**config.mk**
```make
export PLATFORM = sky130hd
export DESIGN_NAME = cbr_channel
export DESIGN_NICKNAME = d
export VERILOG_FILES = /design/src/rtl/cbr_pkg.sv /design/src/rtl/cbr_edge.sv /design/src/rtl/cbr_pair.sv /design/src/rtl/cbr_rdmux.sv /design/src/rtl/cbr_channel.sv
export SDC_FILE = /design/constraint.sdc
export NUM_CORES = 1
export LEC_CHECK = 0
export ABC_AREA = 1
export BUFFER_PORTS_ARGS = -buffer_cell sky130_fd_sc_hd__buf_2
export CORE_MARGIN = 2
export CORE_UTILIZATION = 50
export DETAILED_ROUTE_END_ITERATION = 8
export GPL_TIMING_DRIVEN = 1
export PLACE_DENSITY = 0.75
export SLEW_MARGIN = 30
export SYNTH_ARGS = -nofsm -noshare
export SYNTH_HDL_FRONTEND = slang
export SYNTH_SLANG_ARGS = --single-unit
```
**constraint.sdc**
```tcl
create_clock -name clk -period 4.1 [get_ports clk]
set_input_delay 0.41 -clock clk [delete_from_list [all_inputs] [get_ports clk]]
set_output_delay 0.41 -clock clk [all_outputs]
set_load 0.03 [all_outputs]
```
**src/rtl/cbr_pkg.sv**
```systemverilog
package cbr_pkg;
  typedef enum logic [1:0] {
    EDGE_NONE = 2'd0,
    EDGE_RISE = 2'd1,
    EDGE_FALL = 2'd2,
    EDGE_BOTH = 2'd3
  } edge_mode_e;
endpackage

```
**src/rtl/cbr_edge.sv**
```systemverilog
module cbr_edge (
  input  logic                  clk,
  input  logic                  rst,
  input  logic                  pin,
  input  cbr_pkg::edge_mode_e   mode,
  output logic                  evt
);
  logic prev_q;
  logic rise, fall;

  always_ff @(posedge clk) begin
    if (rst) prev_q <= 1'b0;
    else     prev_q <= pin;
  end

  assign rise = pin & ~prev_q;
  assign fall = ~pin & prev_q;

  always_comb begin
    case (mode)
      cbr_pkg::EDGE_RISE: evt = rise;
      cbr_pkg::EDGE_FALL: evt = fall;
      cbr_pkg::EDGE_BOTH: evt = rise | fall;
      default:            evt = 1'b0;
    endcase
  end
endmodule

```
**src/rtl/cbr_pair.sv**
```systemverilog
module cbr_pair #(
  parameter int DW     = 16,
  parameter bit CAP_OK = 1'b1
) (
  input  logic          clk,
  input  logic          rst,
  input  logic [DW-1:0] cnt,
  input  logic          cap_evt,
  input  logic          buf_en,
  input  logic          capreq_p,
  input  logic          capreq_s,
  input  logic          wr_p,
  input  logic          wr_s,
  input  logic [DW-1:0] wdata,
  output logic [DW-1:0] p_q,
  output logic [DW-1:0] s_q,
  output logic          hit_p_q,
  output logic          hit_s_q
);
  logic cap_p, cap_s, bcmp, pcap, scap, xfer;

  assign cap_p = capreq_p & CAP_OK;
  assign cap_s = capreq_s & CAP_OK & ~buf_en;
  assign bcmp  = buf_en & ~cap_p;
  assign pcap  = cap_p & cap_evt;
  assign scap  = cap_s & cap_evt;
  assign xfer  = bcmp & hit_p_q;

  always_ff @(posedge clk) begin
    if (rst) begin
      p_q     <= '0;
      s_q     <= '0;
      hit_p_q <= 1'b0;
      hit_s_q <= 1'b0;
    end else begin
      if (pcap)              p_q <= cnt;
      else if (xfer)         p_q <= s_q;
      else if (wr_p && !bcmp) p_q <= wdata;

      if (pcap && buf_en)    s_q <= p_q;
      else if (scap)         s_q <= cnt;
      else if (wr_s)         s_q <= wdata;

      hit_p_q <= ~cap_p & (cnt == p_q);
      hit_s_q <= ~buf_en & ~cap_s & (cnt == s_q);
    end
  end


  cap_shift_chk: assert property (@(posedge clk) disable iff (rst)
    (pcap && buf_en) |=> (s_q == $past(p_q)) && (p_q == $past(cnt)));


  reload_chk: assert property (@(posedge clk) disable iff (rst)
    (bcmp && hit_p_q) |=> (p_q == $past(s_q)));


  prim_hold_chk: assert property (@(posedge clk) disable iff (rst)
    (bcmp && !hit_p_q) |=> $stable(p_q));


  cap_nohit_chk: assert property (@(posedge clk) disable iff (rst)
    hit_p_q |-> $past(!cap_p));

  if (!CAP_OK) begin : g_nocap

    nocap_prim_chk: assert property (@(posedge clk) disable iff (rst)
      (!wr_p && !(buf_en && hit_p_q)) |=> $stable(p_q));

    nocap_sec_chk: assert property (@(posedge clk) disable iff (rst)
      !wr_s |=> $stable(s_q));
  end
endmodule

```
**src/rtl/cbr_rdmux.sv**
```systemverilog
module cbr_rdmux #(
  parameter int DW   = 16,
  parameter int NREG = 4,
  localparam int SW  = $clog2(NREG)
) (
  input  logic          clk,
  input  logic          rst,
  input  logic [SW-1:0] sel,
  input  logic [DW-1:0] vals [NREG],
  output logic [DW-1:0] rd_q
);
  always_ff @(posedge clk) begin
    if (rst) rd_q <= '0;
    else     rd_q <= vals[sel];
  end
endmodule

```
**src/rtl/cbr_channel.sv**
```systemverilog
module cbr_channel #(
  parameter int DW = 16
) (
  input  logic          clk,
  input  logic          rst,
  input  logic [DW-1:0] cnt,
  input  logic          cap_in,
  input  logic [1:0]    cap_edge,
  input  logic [3:0]    mode_cap,
  input  logic [1:0]    buf_en,
  input  logic          wr_en,
  input  logic [1:0]    wr_sel,
  input  logic [DW-1:0] wr_data,
  input  logic [1:0]    rd_sel,
  output logic [DW-1:0] rd_data,
  output logic [3:0]    cmp_hit
);
  localparam int NPAIR = 2;
  localparam int NREG  = 2 * NPAIR;

  logic          cap_evt;
  logic [DW-1:0] regs [NREG];

  cbr_edge u_edge (
    .clk  (clk),
    .rst  (rst),
    .pin  (cap_in),
    .mode (cbr_pkg::edge_mode_e'(cap_edge)),
    .evt  (cap_evt)
  );

  for (genvar g = 0; g < NPAIR; g++) begin : g_pair
    cbr_pair #(.DW(DW), .CAP_OK(g == 0)) u_pair (
      .clk      (clk),
      .rst      (rst),
      .cnt      (cnt),
      .cap_evt  (cap_evt),
      .buf_en   (buf_en[g]),
      .capreq_p (mode_cap[g]),
      .capreq_s (mode_cap[g+NPAIR]),
      .wr_p     (wr_en && (wr_sel == 2'(g))),
      .wr_s     (wr_en && (wr_sel == 2'(g + NPAIR))),
      .wdata    (wr_data),
      .p_q      (regs[g]),
      .s_q      (regs[g+NPAIR]),
      .hit_p_q  (cmp_hit[g]),
      .hit_s_q  (cmp_hit[g+NPAIR])
    );
  end

  cbr_rdmux #(.DW(DW), .NREG(NREG)) u_rd (
    .clk  (clk),
    .rst  (rst),
    .sel  (rd_sel),
    .vals (regs),
    .rd_q (rd_data)
  );
endmodule

```
After elaboration in Yosys (flattened, before gate mapping)
Cells that the tools add are included.
Widths: inputs -> output; s select.
Storage, ports and cells
  output and inout bits: 20
  register bits after elaboration: 85
  input bits: 48
Operators by class
  bitwise logic cells: 20
  reduce and logical (&&, ||, !) cells: 13
  eq/ne operators: 10
  $lt $le $gt $ge: 1
  multiplexer cells: 12
Operator list (number)
  $mux 16: 10
  $eq 16x16->1: 4
  $bmux 16 s2: 1
  $and 1x1->1: 12
  $eq 2x2->1 const B: 4
  $logic_and 1x1->1: 7
  $not 1->1: 6
  $reduce_bool 3->1: 2
  $eq 2x1->1 const B: 2
  $ge 3x3->1 const B: 1
  $not 2->3: 1
  $pmux 1 s3: 1
  $logic_not 1->1: 2
  $logic_not 2->1: 1
  $reduce_bool 2->1: 1
  $or 1x1->1: 1

Longest topological paths before layout
Gate-level depths: netlist of the first run.
  depth after elaboration: 7
  mapped depth: 11
  mapped depth without buffers: 10

Hierarchy
Synthesis of the first run repeated with hierarchy kept, for this count alone.
Second synthesis, totals
  cell total of the unflattened synthesis: 984
  area total of the unflattened synthesis: 5920.7 sq um
Modules (own cells, without submodules)
  cbr_pair at g_pair[0].u_pair: times used 1, cells an instance 463, area each 2640.0 sq um
  cbr_pair at g_pair[1].u_pair: times used 1, cells an instance 294, area each 1929.4 sq um
  cbr_rdmux: times used 1, cells an instance 206, area each 1233.7 sq um
  cbr_edge: times used 1, cells an instance 13, area each 87.6 sq um
  cbr_channel: times used 1, cells an instance 8, area each 30.0 sq um

Least setup slack after synthesis of the first run
No wires, ideal clock.
  path type: input-to-reg
  from: in cap_in
  to: reg g_pair[0].u_pair.s_q[10]
  path slack: 2.424 ns
  buffers on the path: 1
  data arrival time: 1.564 ns
  stages: 11
  cells stage by stage: inv_1 -> ha_1 -> inv_1 -> nand3_1 -> nand3_4 -> nand3_4 -> nand3_2 -> buf_2 -> nand2_1 -> nor2_1 -> nor2_1
Between the ends
  word-level cells in the longest chain between the ends: 7
  elaborated cells between the ends (all ways): 11
  those cells by class: 3 x mux; 6 x bitwise; 2 x reduce/logical
RTL lines
  start, declared: RTL line cbr_channel.sv:7  | input logic cap_in,
  $not 1->1: RTL line cbr_edge.sv:17  | assign fall = ~pin & prev_q;
  $and 1x1->1: RTL line cbr_edge.sv:17
  $or 1x1->1: RTL line cbr_edge.sv:23  | cbr_pkg::EDGE_BOTH: evt = rise | fall;
  $pmux 1 s3 (*): RTL line cbr_edge.sv:20  | case (mode)
  $and 1x1->1, on equally long branches: RTL line cbr_pair.sv:26, cbr_pair.sv:25
  $mux 16 / $logic_and 1x1->1 (equally long branches): RTL line cbr_pair.sv:41, cbr_pair.sv:40
  $mux 16 / $reduce_bool 3->1 (equally long branches)
  end signal, assigned: RTL line cbr_pair.sv:40  | if (pcap && buf_en) s_q <= p_q;
  end signal, assigned: RTL line cbr_pair.sv:41  | else if (scap) s_q <= cnt;
  end signal, assigned: RTL line cbr_pair.sv:42  | else if (wr_s) s_q <= wdata;
  end, declared: RTL line cbr_pair.sv:16  | output logic [DW-1:0] s_q,
Mark *: on every way between the ends. The rest lies on a longest branch, timed or not.
A chain may end at the register's enable or synchronous reset.

Final worst setup path of the first run
  from: reg u_edge.prev_q
  to: reg g_pair[0].u_pair.s_q[13]
Between the ends
  word-level cells in the longest chain between the ends: 7
  elaborated cells between the ends (all ways): 11
  those cells by class: 3 x mux; 6 x bitwise; 2 x reduce/logical
RTL lines
  start, declared: RTL line cbr_edge.sv:8  | logic prev_q;
  start signal, assigned: RTL line cbr_edge.sv:13  | else prev_q <= pin;
  $not 1->1: RTL line cbr_edge.sv:16  | assign rise = pin & ~prev_q;
  $and 1x1->1: RTL line cbr_edge.sv:16
  $or 1x1->1: RTL line cbr_edge.sv:23
  $pmux 1 s3 (*): RTL line cbr_edge.sv:20
  $and 1x1->1, on equally long branches: RTL line cbr_pair.sv:26, cbr_pair.sv:25
  $mux 16 / $logic_and 1x1->1 (equally long branches): RTL line cbr_pair.sv:41, cbr_pair.sv:40
  $mux 16 / $reduce_bool 3->1 (equally long branches)
Marks and branches as above.

==> results by group, run 1 <==
Floorplan
  – DIE WIDTH: 107.0 um
  – Row count: 37
  – Die footprint: 11440 um^2
  – # IOs: 68
  – Initial Util: 51.35%
  – Chip Height: 107.0 um
  – Standard cell core area: 10320 um^2

Route
  – Total detailed-routing wirelength: 16900 um
  – Number of remaining DRC errors: 0
  – Number of vias per cell: 5.696
  – Number of optimization iterations in the first detailed-route pass: 5
  – Average detailed-routed wire length per instance: 16.79 um
  – Vias after detailed routing: 5736
  – Remaining antenna violation count: 0
  – Detailed Route Iter0 Violations: 549

Global route
  – Pin count of the biggest net entering global routing: 53
  – Number of global-route vias before repair: 5113
  – GR Util All Layers: 30.86%
  – Remaining global-route overflow: 0
  – Number of antenna violations at the first check in global routing: 0
  – Global-route wire length before repair: 27130 um

STA
  – Transition time of the tightest slew-check pin: 0.8346 ns
  – Clock skew: 0.006004 ns
  – Slew Viols, Final: 0
  – Final setup vio count: 0
  – Total Negative Setup Slacks: 0 ns
  – Final hold viol count: 0
  – Portion of the clock cycle consumed by the worst path in the final layout: 58.00%
  – Worst slew margin: 44.30%
  – Post-route minimum period: 2.378 ns
  – Peak Freq: 0.4205 GHz
  – Unrepaired setup endpoints after global routing: no

Logic synthesis
  – Syn Inst Count: 844
  – Post-Synth XOR/XNOR Area: 3.635%
  – Async SR Flop Fraction: 0%
  – Area fraction in compound gates after synthesis: 24.31%
  – Warning count from the yosys run: 0
  – Top flip-flop cell by instance count after synthesis: dfxtp_1
  – Net count of the mapped netlist: 894
  – Number of flops mapped to enable cells by yosys: 0
  – Basic-gate share of the synthesized area counting and, or, nand and nor cells: 28.27%
  – Cell types with the largest area share after synthesis: dfxtp_1 (32%), o21ai_0 (12%), nand2_1 (11%)
  – Most frequent cell after synthesis: nand2_1
  – Largest family of logic cells by synthesized area: simple AND/OR/NAND/NOR gates
  – Part of the Yosys area used for sequential elements: 32.10%
  – Fraction of synthesized cell area taken by the top area cell type: 32.10%
  – Netlist area before placement: 5301 um^2
  – Commonest cells in the netlist: nand2_1 (151), o21ai_0 (125), nor2_1 (107)
  – Fraction of the mapped netlist area in adder cells: 0.4720%
  – Number of flip-flops and latches in the synthesized netlist: 85
  – Yosys cell types: 28
  – Dominant cell type by area after synthesis: dfxtp_1
  – Mean cell area of the mapped netlist: 6.281 um^2
  – Mux share of post-synthesis cell area: 0%

Finish
  – Diodes inserted: 0
  – Signed area change from the synthesized netlist to the final layout: 8.473%
  – Fill cell instance count of the final layout: 1067
  – Share of cells above drive strength 1: 11.60%
  – Number of nets in the layout: 918
  – Utilization of the core after routing: 55.70%
  – Post-layout instance count excluding filler cells: 1007

Clocking
  – CTS H-Tree Depth: 3
  – Clock tree from TritonCTS: built
  – Cells resized by post-CTS repair: 0
  – Clock network latency to the later pin of the worst-skew pair: 0.37 ns
  – Clock Pin Slew Worst Setup and Hold Paths: 0.08 ns
  – Clock buffer depth: 2
  – Clock tree root buffer cell: clkbuf_8
  – Post-CTS Setup Bufs: 0
  – TritonCTS buffer count: 9
  – Post-CTS Hold Fix Bufs: 0
  – CTS Sinks: 85

Critical path
  – Sort of element at the start of the critical path: register
  – Startpoint of the most critical register-to-register path: u_edge.prev_q$_SDFF_PP0_
  – Slowest library cell on the worst path: a21boi_4
  – Worst path max stage delay: 0.74 ns
  – Timing endpoint of the critical path: g_pair[0].u_pair.s_q[13]$_SDFFE_PP0P_
  – Number of logic stages on the critical path including buffering: 8
  – Startpoint of the worst setup timing path: u_edge.prev_q$_SDFF_PP0_
  – Crit path capture type: register
  – Capture instance of the worst register-to-register path: g_pair[0].u_pair.s_q[13]$_SDFFE_PP0P_
  – Worst Reg-to-Reg Cells: 8
  – Crit-path most repeated cell: nand3_1
  – R2r setup slk: 1.72 ns
  – Worst path buffer plus inverter count: 1
  – CP Data Arrival Time: 2.64 ns
  – Crit path cell chain: ha_1 -> inv_1 -> nand3_1 -> nand3_4 -> a21boi_4 -> nand3_1 -> nand2_1 -> nor2_1
  – Worst setup path category: register to register
  – Maximum fanout encountered on the critical timing path: 52
  – Required time of the critical path: 4.37 ns
  – Delay-heaviest family, CP: simple AND/OR/NAND/NOR gates

Place
  – Post-detailed-placement half-perimeter wirelength: 11180 um
  – # port buffers: 65
  – Weighted congestion reported at the end of routability-driven placement: 0.9140
  – Number of placed instances with taps included: 993

Power and ir drop
  – Power per cell area: 338.7 nW/um^2
  – Leakage component of the power: 2.571 nW
  – Peak supply drop: 0.0001942 V

Status
  – Result of the run: finished clean

Worst hold path
  – Worst hold path class: input pin to register

Run
  – Number of violations of the max-capacitance limit: 0
## worst register-to-register path, delay by kind of cell, from the launching register on
| kind | cells | cell delay (ns) |
|---|---|---|
| fa+ha+maj | 1 | 0.27 |
| compound gates | 1 | 0.76 |
| flops | 1 | 0.32 |
| buf+inv | 1 | 0.03 |
| simple gates | 5 | 0.90 |
## per-stage QoR
stage	hold WS (ns)	power [mW]	setup slack (ns)	instance area, um^2
global route	0.3000	2.040	1.565	5751
global placement	0.4713	1.362	1.549	5568
CTS	0.2783	1.945	1.763	5751
finish	0.2825	1.948	1.722	5751
floorplan	0.4539	1.239	2.424	5301
detailed placement	0.4750	1.367	1.527	5570
## flip-flops by register name, summed over array words and instances, names as in the netlist
| register | flops |
|---|---|
| g_pair.u_pair.hit_s_q | 2 |
| u_rd.rd_q | 16 |
| g_pair.u_pair.s_q | 32 |
| g_pair.u_pair.hit_p_q | 2 |
| u_edge.prev_q | 1 |
| g_pair.u_pair.p_q | 32 |
## cell usage in the layout (no fill, tap or decap), types with 2 or more instances in the layout
cell	instances
a21oi_1	100
buf_2	65
buf_4	8
clkbuf_1	2
clkbuf_8	10
clkinv_2	2
dfxtp_1	85
ha_1	2
inv_1	78
nand2_1	150
nand3_1	43
nand3_2	4
nand3_4	3
nand4_1	24
nor2_1	107
nor3_1	7
o21ai_0	125
o21ai_1	11
o22ai_1	12
or2_2	2
xnor2_1	14
xor2_1	8
## worst min path at each step
stage	start	end	slack (ns)	cells past startpoint
floorplan	g_pair[1].u_pair.p_q[15]$_SDFFE_PP0P_	g_pair[1].u_pair.p_q[15]$_SDFFE_PP0P_	0.45	2
global placement	g_pair[1].u_pair.p_q[14]$_SDFFE_PP0P_	g_pair[1].u_pair.p_q[14]$_SDFFE_PP0P_	0.47	2
detailed placement	g_pair[1].u_pair.p_q[15]$_SDFFE_PP0P_	g_pair[1].u_pair.p_q[15]$_SDFFE_PP0P_	0.47	2
CTS	cap_in	u_edge.prev_q$_SDFF_PP0_	0.28	3
global route	cap_in	u_edge.prev_q$_SDFF_PP0_	0.30	3
finish	cap_in	u_edge.prev_q$_SDFF_PP0_	0.28	3
## layout make-up
| class | instances | area (um^2) | share of cell area (%) |
|---|---|---|---|
| inverters | 80 | 301.5 | 5.244 |
| flip-flops and latches | 85 | 1702 | 29.59 |
| well taps | 136 | 170.2 | 2.959 |
| clock buffers | 12 | 145.1 | 2.524 |
| clock inverters | 2 | 35.03 | 0.6092 |
| multi-input cells | 619 | 3012 | 52.37 |
| repair buffers | 73 | 385.4 | 6.701 |
## routing by layer
layer	up-vias	routed length, um	GRT usage (%)
li1	2833	-	-
met1	2550	7360	43.30
met2	312	7372	45.54
met3	41	1652	6.079
met4	0	519	14.29
met5	-	0	0
## cells by family after synthesis
kind of cell / after synthesis
xor+xnor: 22
flops: 85
fa+ha+maj: 2
simple gates: 344
compound gates: 251
buf+inv: 140
## report_power, final
group / internal [mW] / leakage (nW) / switching [mW] / total, mW
Sequential: 0.880 / 0.697 / 0.0392 / 0.919
Combinational: 0.142 / 1.78 / 0.298 / 0.441
Clock: 0.292 / 0.0923 / 0.297 / 0.588
No activity file was read; power rests on OpenSTA's default activity.
==> run 2: changes to the inputs <==
ABC_AREA = 0   (was 1)
PLACE_DENSITY = 0.76   (was 0.75)
clock period = 2.3 ns   (was 4.1 ns; I/O delays follow)
==> run 2 against run 1 <==
Against the previous run:
- clock power up 90%
- sequential share of layout area increased by 1.4 points
- worst hold slack got worse by 0.16 ns
- setup slack got worse by 1.3 ns
- global-route usage down 1.0 points
- sequential cell count stayed put
- routed wire length is 8.1% lower
- via count down 18%
- final cell count decreased by 28%
- critical path type unchanged
- largest cell class unchanged
==> results by group, run 2 <==
Finish
  – Signed area change from the synthesized netlist to the final layout: 11.66%
  – Largest registers in the final layout: g_pair.u_pair.p_q x32, g_pair.u_pair.s_q x32, u_rd.rd_q x16
  – Final Instance Area: 5489 um^2 (-4.5%)
  – Utilization of the core after routing: 56.94% (+1.2 points)
  – Most common cell after layout, fill and taps aside: dfxtp_1
  – Diodes inserted: 0 (unchanged)
  – Highest-count cells in the layout ignoring fill and taps: dfxtp_1 (85), nand2_1 (66), buf_2 (65), xor2_1 (64)
  – Share of cells above drive strength 1: 23.10% (+12 points)
  – Number of nets in the layout: 638 (-31%)

Critical path
  – Worst path max stage delay: 0.34 ns (-0.40 ns)
  – Slowest library cell on the worst path: o311ai_4
  – Required time of the critical path: 2.56 ns (-1.81 ns)
  – Sort of element at the start of the critical path: register
  – Worst Reg-to-Reg Cells: 6 (-2)
  – Crit path cell chain: ha_1 -> and2b_1 -> o311ai_4 -> buf_4 -> o21ai_0 -> a221oi_1
  – Worst setup path category: register to register
  – Startpoint of the most critical register-to-register path: u_edge.prev_q$_SDFF_PP0_
  – Maximum fanout encountered on the critical timing path: 8 (-85%)
  – Capture instance of the worst register-to-register path: g_pair[0].u_pair.s_q[1]$_SDFFE_PP0P_
  – Crit path capture type: register
  – R2r setup slk: 0.43 ns (-1.29 ns)
  – CP Data Arrival Time: 2.13 ns (-0.51 ns)

Global route
  – Remaining global-route overflow: 0 (unchanged)
  – GR Util All Layers: 29.81% (-1.0 points)
  – Pin count of the biggest net entering global routing: 35 (-34%)
  – Number of antenna violations at the first check in global routing: 0 (unchanged)
  – Number of global-route vias before repair: 4429 (-13%)
  – Global-route wire length before repair: 23680 um (-13%)

Route
  – Detailed Route Iter0 Violations: 538 (-2.0%)
  – Average detailed-routed wire length per instance: 21.40 um (+28%)
  – Total detailed-routing wirelength: 15540 um (-8.1%)
  – Vias after detailed routing: 4677 (-18%)
  – Number of vias per cell: 6.442 (+13%)
  – Number of optimization iterations in the first detailed-route pass: 7 (+2)
  – Number of remaining DRC errors: 0 (unchanged)
  – Remaining antenna violation count: 0 (unchanged)

Clocking
  – Clock buffer depth: 2 (unchanged)
  – Clock tree root buffer cell: clkbuf_8
  – Post-CTS Hold Fix Bufs: 0 (unchanged)
  – Clock Pin Slew Worst Setup and Hold Paths: 0.08 ns (about the same)
  – Clock tree from TritonCTS: built
  – Clock network latency to the later pin of the worst-skew pair: 0.37 ns (about the same)
  – Post-CTS Setup Bufs: 0 (unchanged)
  – TritonCTS buffer count: 9 (unchanged)
  – CTS Sinks: 85 (unchanged)
  – Cells resized by post-CTS repair: 0 (unchanged)
  – CTS H-Tree Depth: 3 (unchanged)

Logic synthesis
  – Number of flip-flops and latches in the synthesized netlist: 85 (unchanged)
  – Async SR Flop Fraction: 0% (unchanged)
  – Part of the Yosys area used for sequential elements: 34.61% (+2.5 points)
  – Cell types with the largest area share after synthesis: dfxtp_1 (35%), xor2_1 (11%), mux4_2 (7.3%)
  – Number of flops mapped to enable cells by yosys: 0 (unchanged)
  – Dominant cell type by area after synthesis: dfxtp_1
  – Top flip-flop cell by instance count after synthesis: dfxtp_1
  – Commonest cells in the netlist: dfxtp_1 (85), nand2_1 (66), xor2_1 (64)
  – Net count of the mapped netlist: 604 (-32%)
  – Mean cell area of the mapped netlist: 8.874 um^2 (+41%)
  – Warning count from the yosys run: 0 (unchanged)
  – Most frequent cell after synthesis: dfxtp_1
  – Fraction of synthesized cell area taken by the top area cell type: 34.61% (+2.5 points)
  – Syn Inst Count: 554 (-34%)
  – Netlist area before placement: 4916 um^2 (-7.3%)
  – Yosys cell types: 41 (+46%)

Place
  – Weighted congestion reported at the end of routability-driven placement: 0.9996 (+9.4%)
  – Post-detailed-placement half-perimeter wirelength: 10640 um (-4.8%)
  – # port buffers: 65 (unchanged)
  – Placed inst area: 5279 um^2 (-5.2%)
  – Pre-CTS WS: 0.3926 ns (-1.134 ns)

Status
  – Result of the run: finished clean

Floorplan
  – Initial Util: 51.00% (-0.35 points)
  – Standard cell core area: 9639 um^2 (-6.6%)
  – # IOs: 68 (unchanged)
  – Row count: 36 (-2.7%)
  – DIE WIDTH: 103.2 um (-3.6%)
  – Die footprint: 10640 um^2 (-7.0%)
  – Chip Height: 103.2 um (-3.6%)

Worst hold path
  – End point of the worst hold path: u_edge.prev_q$_SDFF_PP0_
  – Hold Crit Start: cap_in
  – Instance count along the most critical hold path: 3 (unchanged)
  – Worst hold path class: input pin to register

Power and ir drop
  – Power per cell area: 618.7 nW/um^2 (+83%)
  – Leakage component of the power: 2.187 nW (-15%)
  – Peak supply drop: 0.0002469 V (+27%)

Run
  – Number of violations of the max-capacitance limit: 0 (unchanged)

STA
  – Portion of the clock cycle consumed by the worst path in the final layout: 81.29% (+23 points)
  – Slew Viols, Final: 0 (unchanged)
  – Final hold viol count: 0 (unchanged)
  – Unrepaired setup endpoints after global routing: no
  – Total Negative Setup Slacks: 0 ns (unchanged)
  – Final setup vio count: 0 (unchanged)
  – Worst slew margin: 44.04% (-0.26 points)
  – Transition time of the tightest slew-check pin: 0.8394 ns (+0.004810 ns)
  – Post-route minimum period: 1.870 ns (-0.5082 ns)
  – Worst Setup Slack, final: 0.4302 ns (-1.292 ns)
  – Clock skew: 0.01048 ns (+0.004480 ns)
  – Peak Freq: 0.5348 GHz (+27%)
-- run 2: power by group --
part	internal [mW]	switching [mW]	leakage (nW)
clock	0.561	0.564	0.102
combinational	0.250	0.387	1.39
sequential	1.55	0.0818	0.694
-- run 2: layer usage --
metal	GRT usage, %	vias to the layer above	part of all wire [%]
met1	38.44	2213	39
met3	6.373	85	11
met4	15.28	0	4.8
met2	47.10	320	46
met5	0	-	0
li1	-	2059	-
-- run 2: worst max-delay path by stage --
| stage | end | slack (ns) | depth (start not counted) | from |
|---|---|---|---|---|
| global placement | g_pair[0].u_pair.p_q[11]$_SDFFE_PP0P_ | 0.45 | 5 | mode_cap[0] |
| CTS | g_pair[0].u_pair.s_q[12]$_SDFFE_PP0P_ | 0.43 | 6 | u_edge.prev_q$_SDFF_PP0_ |
| finish | g_pair[0].u_pair.s_q[1]$_SDFFE_PP0P_ | 0.43 | 6 | u_edge.prev_q$_SDFF_PP0_ |
| floorplan | g_pair[0].u_pair.s_q[10]$_SDFFE_PP0P_ | 0.55 | 7 | u_edge.prev_q$_SDFF_PP0_ |
| detailed placement | g_pair[0].u_pair.s_q[12]$_SDFFE_PP0P_ | 0.39 | 8 | cap_in |
| global route | g_pair[0].u_pair.s_q[11]$_SDFFE_PP0P_ | 0.35 | 6 | u_edge.prev_q$_SDFF_PP0_ |
-- run 2: layout make-up --
type                    count  area, um^2
multi-input cells         387        2856
flip-flops and latches     85        1702
repair buffers             86       483.0
inverters                  19       71.32
clock inverters             5       58.81
clock buffers              11       151.4
fillers                   877        4150
well taps                 133       166.4
-- run 2: cell families after synthesis --
group	Yosys count	share of synthesized area, %
and+or+nand+nor	153	14.94
AOI/OAI and AO/OA	151	23.52
DFF	85	34.61
buffers and inverters	82	7.457
xor gates and xnor gates	64	11.40
muxes	17	7.559
adders and majority gates	2	0.5090
-- run 2: metrics by stage --
step	hold slack, ns	instances	power (mW)
2_1_floorplan	0.3660	554	2.075
3_3_place_gp	0.4820	710	2.263
3_5_place_dp	0.4942	710	2.285
4_1_cts	0.1168	726	3.395
5_1_grt	0.1384	726	3.501
6_report	0.1221	726	3.396
-- run 2: critical path, delay by kind of cell (launching register included) --
| family | cells | cell delay (ns) |
|---|---|---|
| AO/OA/AOI/OAI | 3 | 0.73 |
| adder cells (fa/ha/maj) | 1 | 0.27 |
| buffers and inverters | 1 | 0.23 |
| flip-flops | 1 | 0.32 |
| AND/OR/NAND/NOR | 1 | 0.23 |
==> run 3: changes to the inputs <==
clock period = 1.8 ns   (was 2.3 ns; I/O delays follow)
==> run 3 against run 2 <==
Against the previous run:
- the run now ends with setup timing left
- clock skew barely moved
- maximum frequency rose by 2.2%
- final area rose by 2.6%
- critical path depth did not move
- largest power group unchanged
==> results by group, run 3 (synthesized netlist as in run 2, its figures left out) <==
Status
  – Result of the run: finished with violations
  – Failing checks: setup timing

Clocking
  – TritonCTS buffer count: 9 (unchanged)
  – Clock Pin Slew Worst Setup and Hold Paths: 0.08 ns (about the same)
  – Post-CTS Setup Bufs: 0 (unchanged)
  – Clock tree root buffer cell: clkbuf_8
  – Clock buffer depth: 2 (unchanged)
  – Clock tree from TritonCTS: built
  – CTS H-Tree Depth: 3 (unchanged)
  – Clock network latency to the later pin of the worst-skew pair: 0.38 ns (about the same)
  – CTS Sinks: 85 (unchanged)
  – Post-CTS Hold Fix Bufs: 0 (unchanged)

Floorplan
  – Initial Util: 51.00% (unchanged)
  – Chip Height: 103.2 um (unchanged)
  – DIE WIDTH: 103.2 um (unchanged)
  – # IOs: 68 (unchanged)
  – Row count: 36 (unchanged)
  – Standard cell core area: 9639 um^2 (unchanged)
  – Die footprint: 10640 um^2 (unchanged)

Critical path
  – Slowest library cell on the worst path: o311ai_4
  – Maximum fanout encountered on the critical timing path: 8 (unchanged)
  – CP Data Arrival Time: 2.08 ns (-0.05 ns)
  – Startpoint of the worst setup timing path: u_edge.prev_q$_SDFF_PP0_
  – Worst setup path category: register to register
  – Sort of element at the start of the critical path: register
  – Crit path cell chain: ha_1 -> and2b_2 -> o311ai_4 -> and2_4 -> buf_6 -> a221oi_1
  – Worst path max stage delay: 0.40 ns (+0.06 ns)
  – Crit path capture type: register
  – Required time of the critical path: 2.05 ns (-0.51 ns)
  – Startpoint of the most critical register-to-register path: u_edge.prev_q$_SDFF_PP0_

Route
  – Number of remaining DRC errors: 0 (unchanged)
  – Vias after detailed routing: 4679 (+0.043%)
  – Number of vias per cell: 6.366 (-1.2%)
  – Detailed Route Iter0 Violations: 564 (+4.8%)
  – Number of optimization iterations in the first detailed-route pass: 5 (-2)
  – Total detailed-routing wirelength: 15970 um (+2.8%)
  – Remaining antenna violation count: 0 (unchanged)
  – Average detailed-routed wire length per instance: 21.73 um (+1.5%)

Power and ir drop
  – Net switching fraction of the power: 32.49% (+2.1 points)
  – Internal Power: 2.844 mW (+20%)
  – Total power of the final layout: 4.212 mW (+24%)
  – Switching power: 1.368 mW (+32%)
  – Leakage component of the power: 2.248 nW (+2.8%)
  – Part of the total power dissipated in the clock network: 29.7% (-3.4 points)
  – Power per cell area: 747.8 nW/um^2 (+21%)
  – Peak supply drop: 0.0003992 V (+62%)
  – Share of power burned in registers: 49.6% (+1.5 points)
  – Proportion of power drawn by combinational gates: 20.6% (+1.8 points)

Finish
  – Number of nets in the layout: 647 (+1.4%)
  – Signed area change from the synthesized netlist to the final layout: 14.58%
  – Final Instance Area: 5633 um^2 (+2.6%)
  – Diodes inserted: 0 (unchanged)
  – Share of cells above drive strength 1: 25.91% (+2.8 points)
  – Highest-count cells in the layout ignoring fill and taps: dfxtp_1 (84), nand2_1 (66), buf_2 (65), xor2_1 (64)
  – Most common cell after layout, fill and taps aside: dfxtp_1
  – Largest registers in the final layout: g_pair.u_pair.p_q x32, g_pair.u_pair.s_q x32, u_rd.rd_q x16

STA
  – Unrepaired setup endpoints after global routing: yes
  – Final hold slack: 0.07258 ns (-0.04956 ns)
  – Post-route minimum period: 1.829 ns (-0.04048 ns)
  – Clock skew: 0.01076 ns (+0.0002790 ns)
  – Peak Freq: 0.5467 GHz (+2.2%)
  – Slew Viols, Final: 0 (unchanged)
  – Worst Setup Slack, final: -0.02928 ns (-0.4595 ns)
  – Final hold viol count: 0 (unchanged)
  – Portion of the clock cycle consumed by the worst path in the final layout: 101.6% (+20 points)
  – Transition time of the tightest slew-check pin: 0.7063 ns (-0.1331 ns)
  – Worst slew margin: 52.91% (+8.9 points)
  – Final setup vio count: 6 (+6)

Place
  – # port buffers: 65 (unchanged)
  – Post-detailed-placement half-perimeter wirelength: 11270 um (+6.0%)
  – Pre-CTS WS: -0.03402 ns (-0.4267 ns)
  – Placed inst area: 5396 um^2 (+2.2%)
  – Weighted congestion reported at the end of routability-driven placement: 1.053 (+5.4%)

Global route
  – Remaining global-route overflow: 0 (unchanged)
  – Number of global-route vias before repair: 4442 (+0.29%)
  – Number of antenna violations at the first check in global routing: 0 (unchanged)
  – GR Util All Layers: 30.77% (+0.96 points)
  – Pin count of the biggest net entering global routing: 33 (-5.7%)
  – Global-route wire length before repair: 24070 um (+1.6%)

Run
  – Number of violations of the max-capacitance limit: 0 (unchanged)

Worst hold path
  – Hold Crit Start: cap_in
  – Worst hold path class: input pin to register
run 3: worst paths after layout:
kind                                                 to  slack, ns  cells past startpoint
hold / removal                 u_edge.prev_q$_SDFF_PP0_       0.07                      3
setup / recovery   g_pair[0].u_pair.s_q[1]$_SDFFE_PP0P_      -0.03                      6
hold reg to reg   g_pair[1].u_pair.s_q[10]$_SDFFE_PP0P_       0.51                      2
setup reg to reg   g_pair[0].u_pair.s_q[1]$_SDFFE_PP0P_      -0.03                      6
run 3: cell type report:
cell class / instances / area (um^2)
Fill cell: 858 / 4006
Multi-Input combinational cell: 387 / 2897
Sequential cell: 85 / 1703
Timing Repair Buffer: 95 / 619.3
Tap cell: 133 / 166.4
Clock buffer: 9 / 123.9
Inverter: 19 / 71.32
Clock inverter: 7 / 52.55
run 3: power by group through the flow:
stage          combinational [mW]  sequential, mW  clock [mW]
2_1_floorplan               0.517            2.13           0
3_5_place_dp                0.818            2.13           0
4_1_cts                     0.821            2.09        1.27
6_report                    0.868            2.09        1.25
5_1_grt                     0.921            2.10        1.34
3_3_place_gp                0.804            2.12           0
run 3: worst max-delay path, delay by kind of cell (launching register included):
| kind | cells | cell delay, ns |
|---|---|---|
| DFF | 1 | 0.33 |
| AOI/OAI and AO/OA | 2 | 0.49 |
| adders and majority gates | 1 | 0.25 |
| buffers and inverters | 1 | 0.15 |
| and+or+nand+nor | 2 | 0.47 |
run 3: metrics by stage:
stage               std cells  setup TNS (ns)  utilization (%)
global route              735         -0.5195            58.44
global placement          719               0            55.98
detailed placement        719         -0.2130            55.98
floorplan                 554               0                -
finish                    735        -0.06489            58.44
CTS                       735         -0.1226            57.81
run 3: timing repair:
action | CTS | global route
gates cloned | 0 | 0
endpoints found under the setup margin | 12 | 16
pin swaps | 0 | 17
gates resized for setup | 0 | 31
run 3: per-layer routing:
metal  vias to the layer above  track usage, %  routed length (um)
met5                         -               0                   0
met3                        71           4.407                1501
li1                       2087               -                   -
met2                       295           48.15                7184
met1                      2226           40.94                6499
met4                         0           17.00                 783
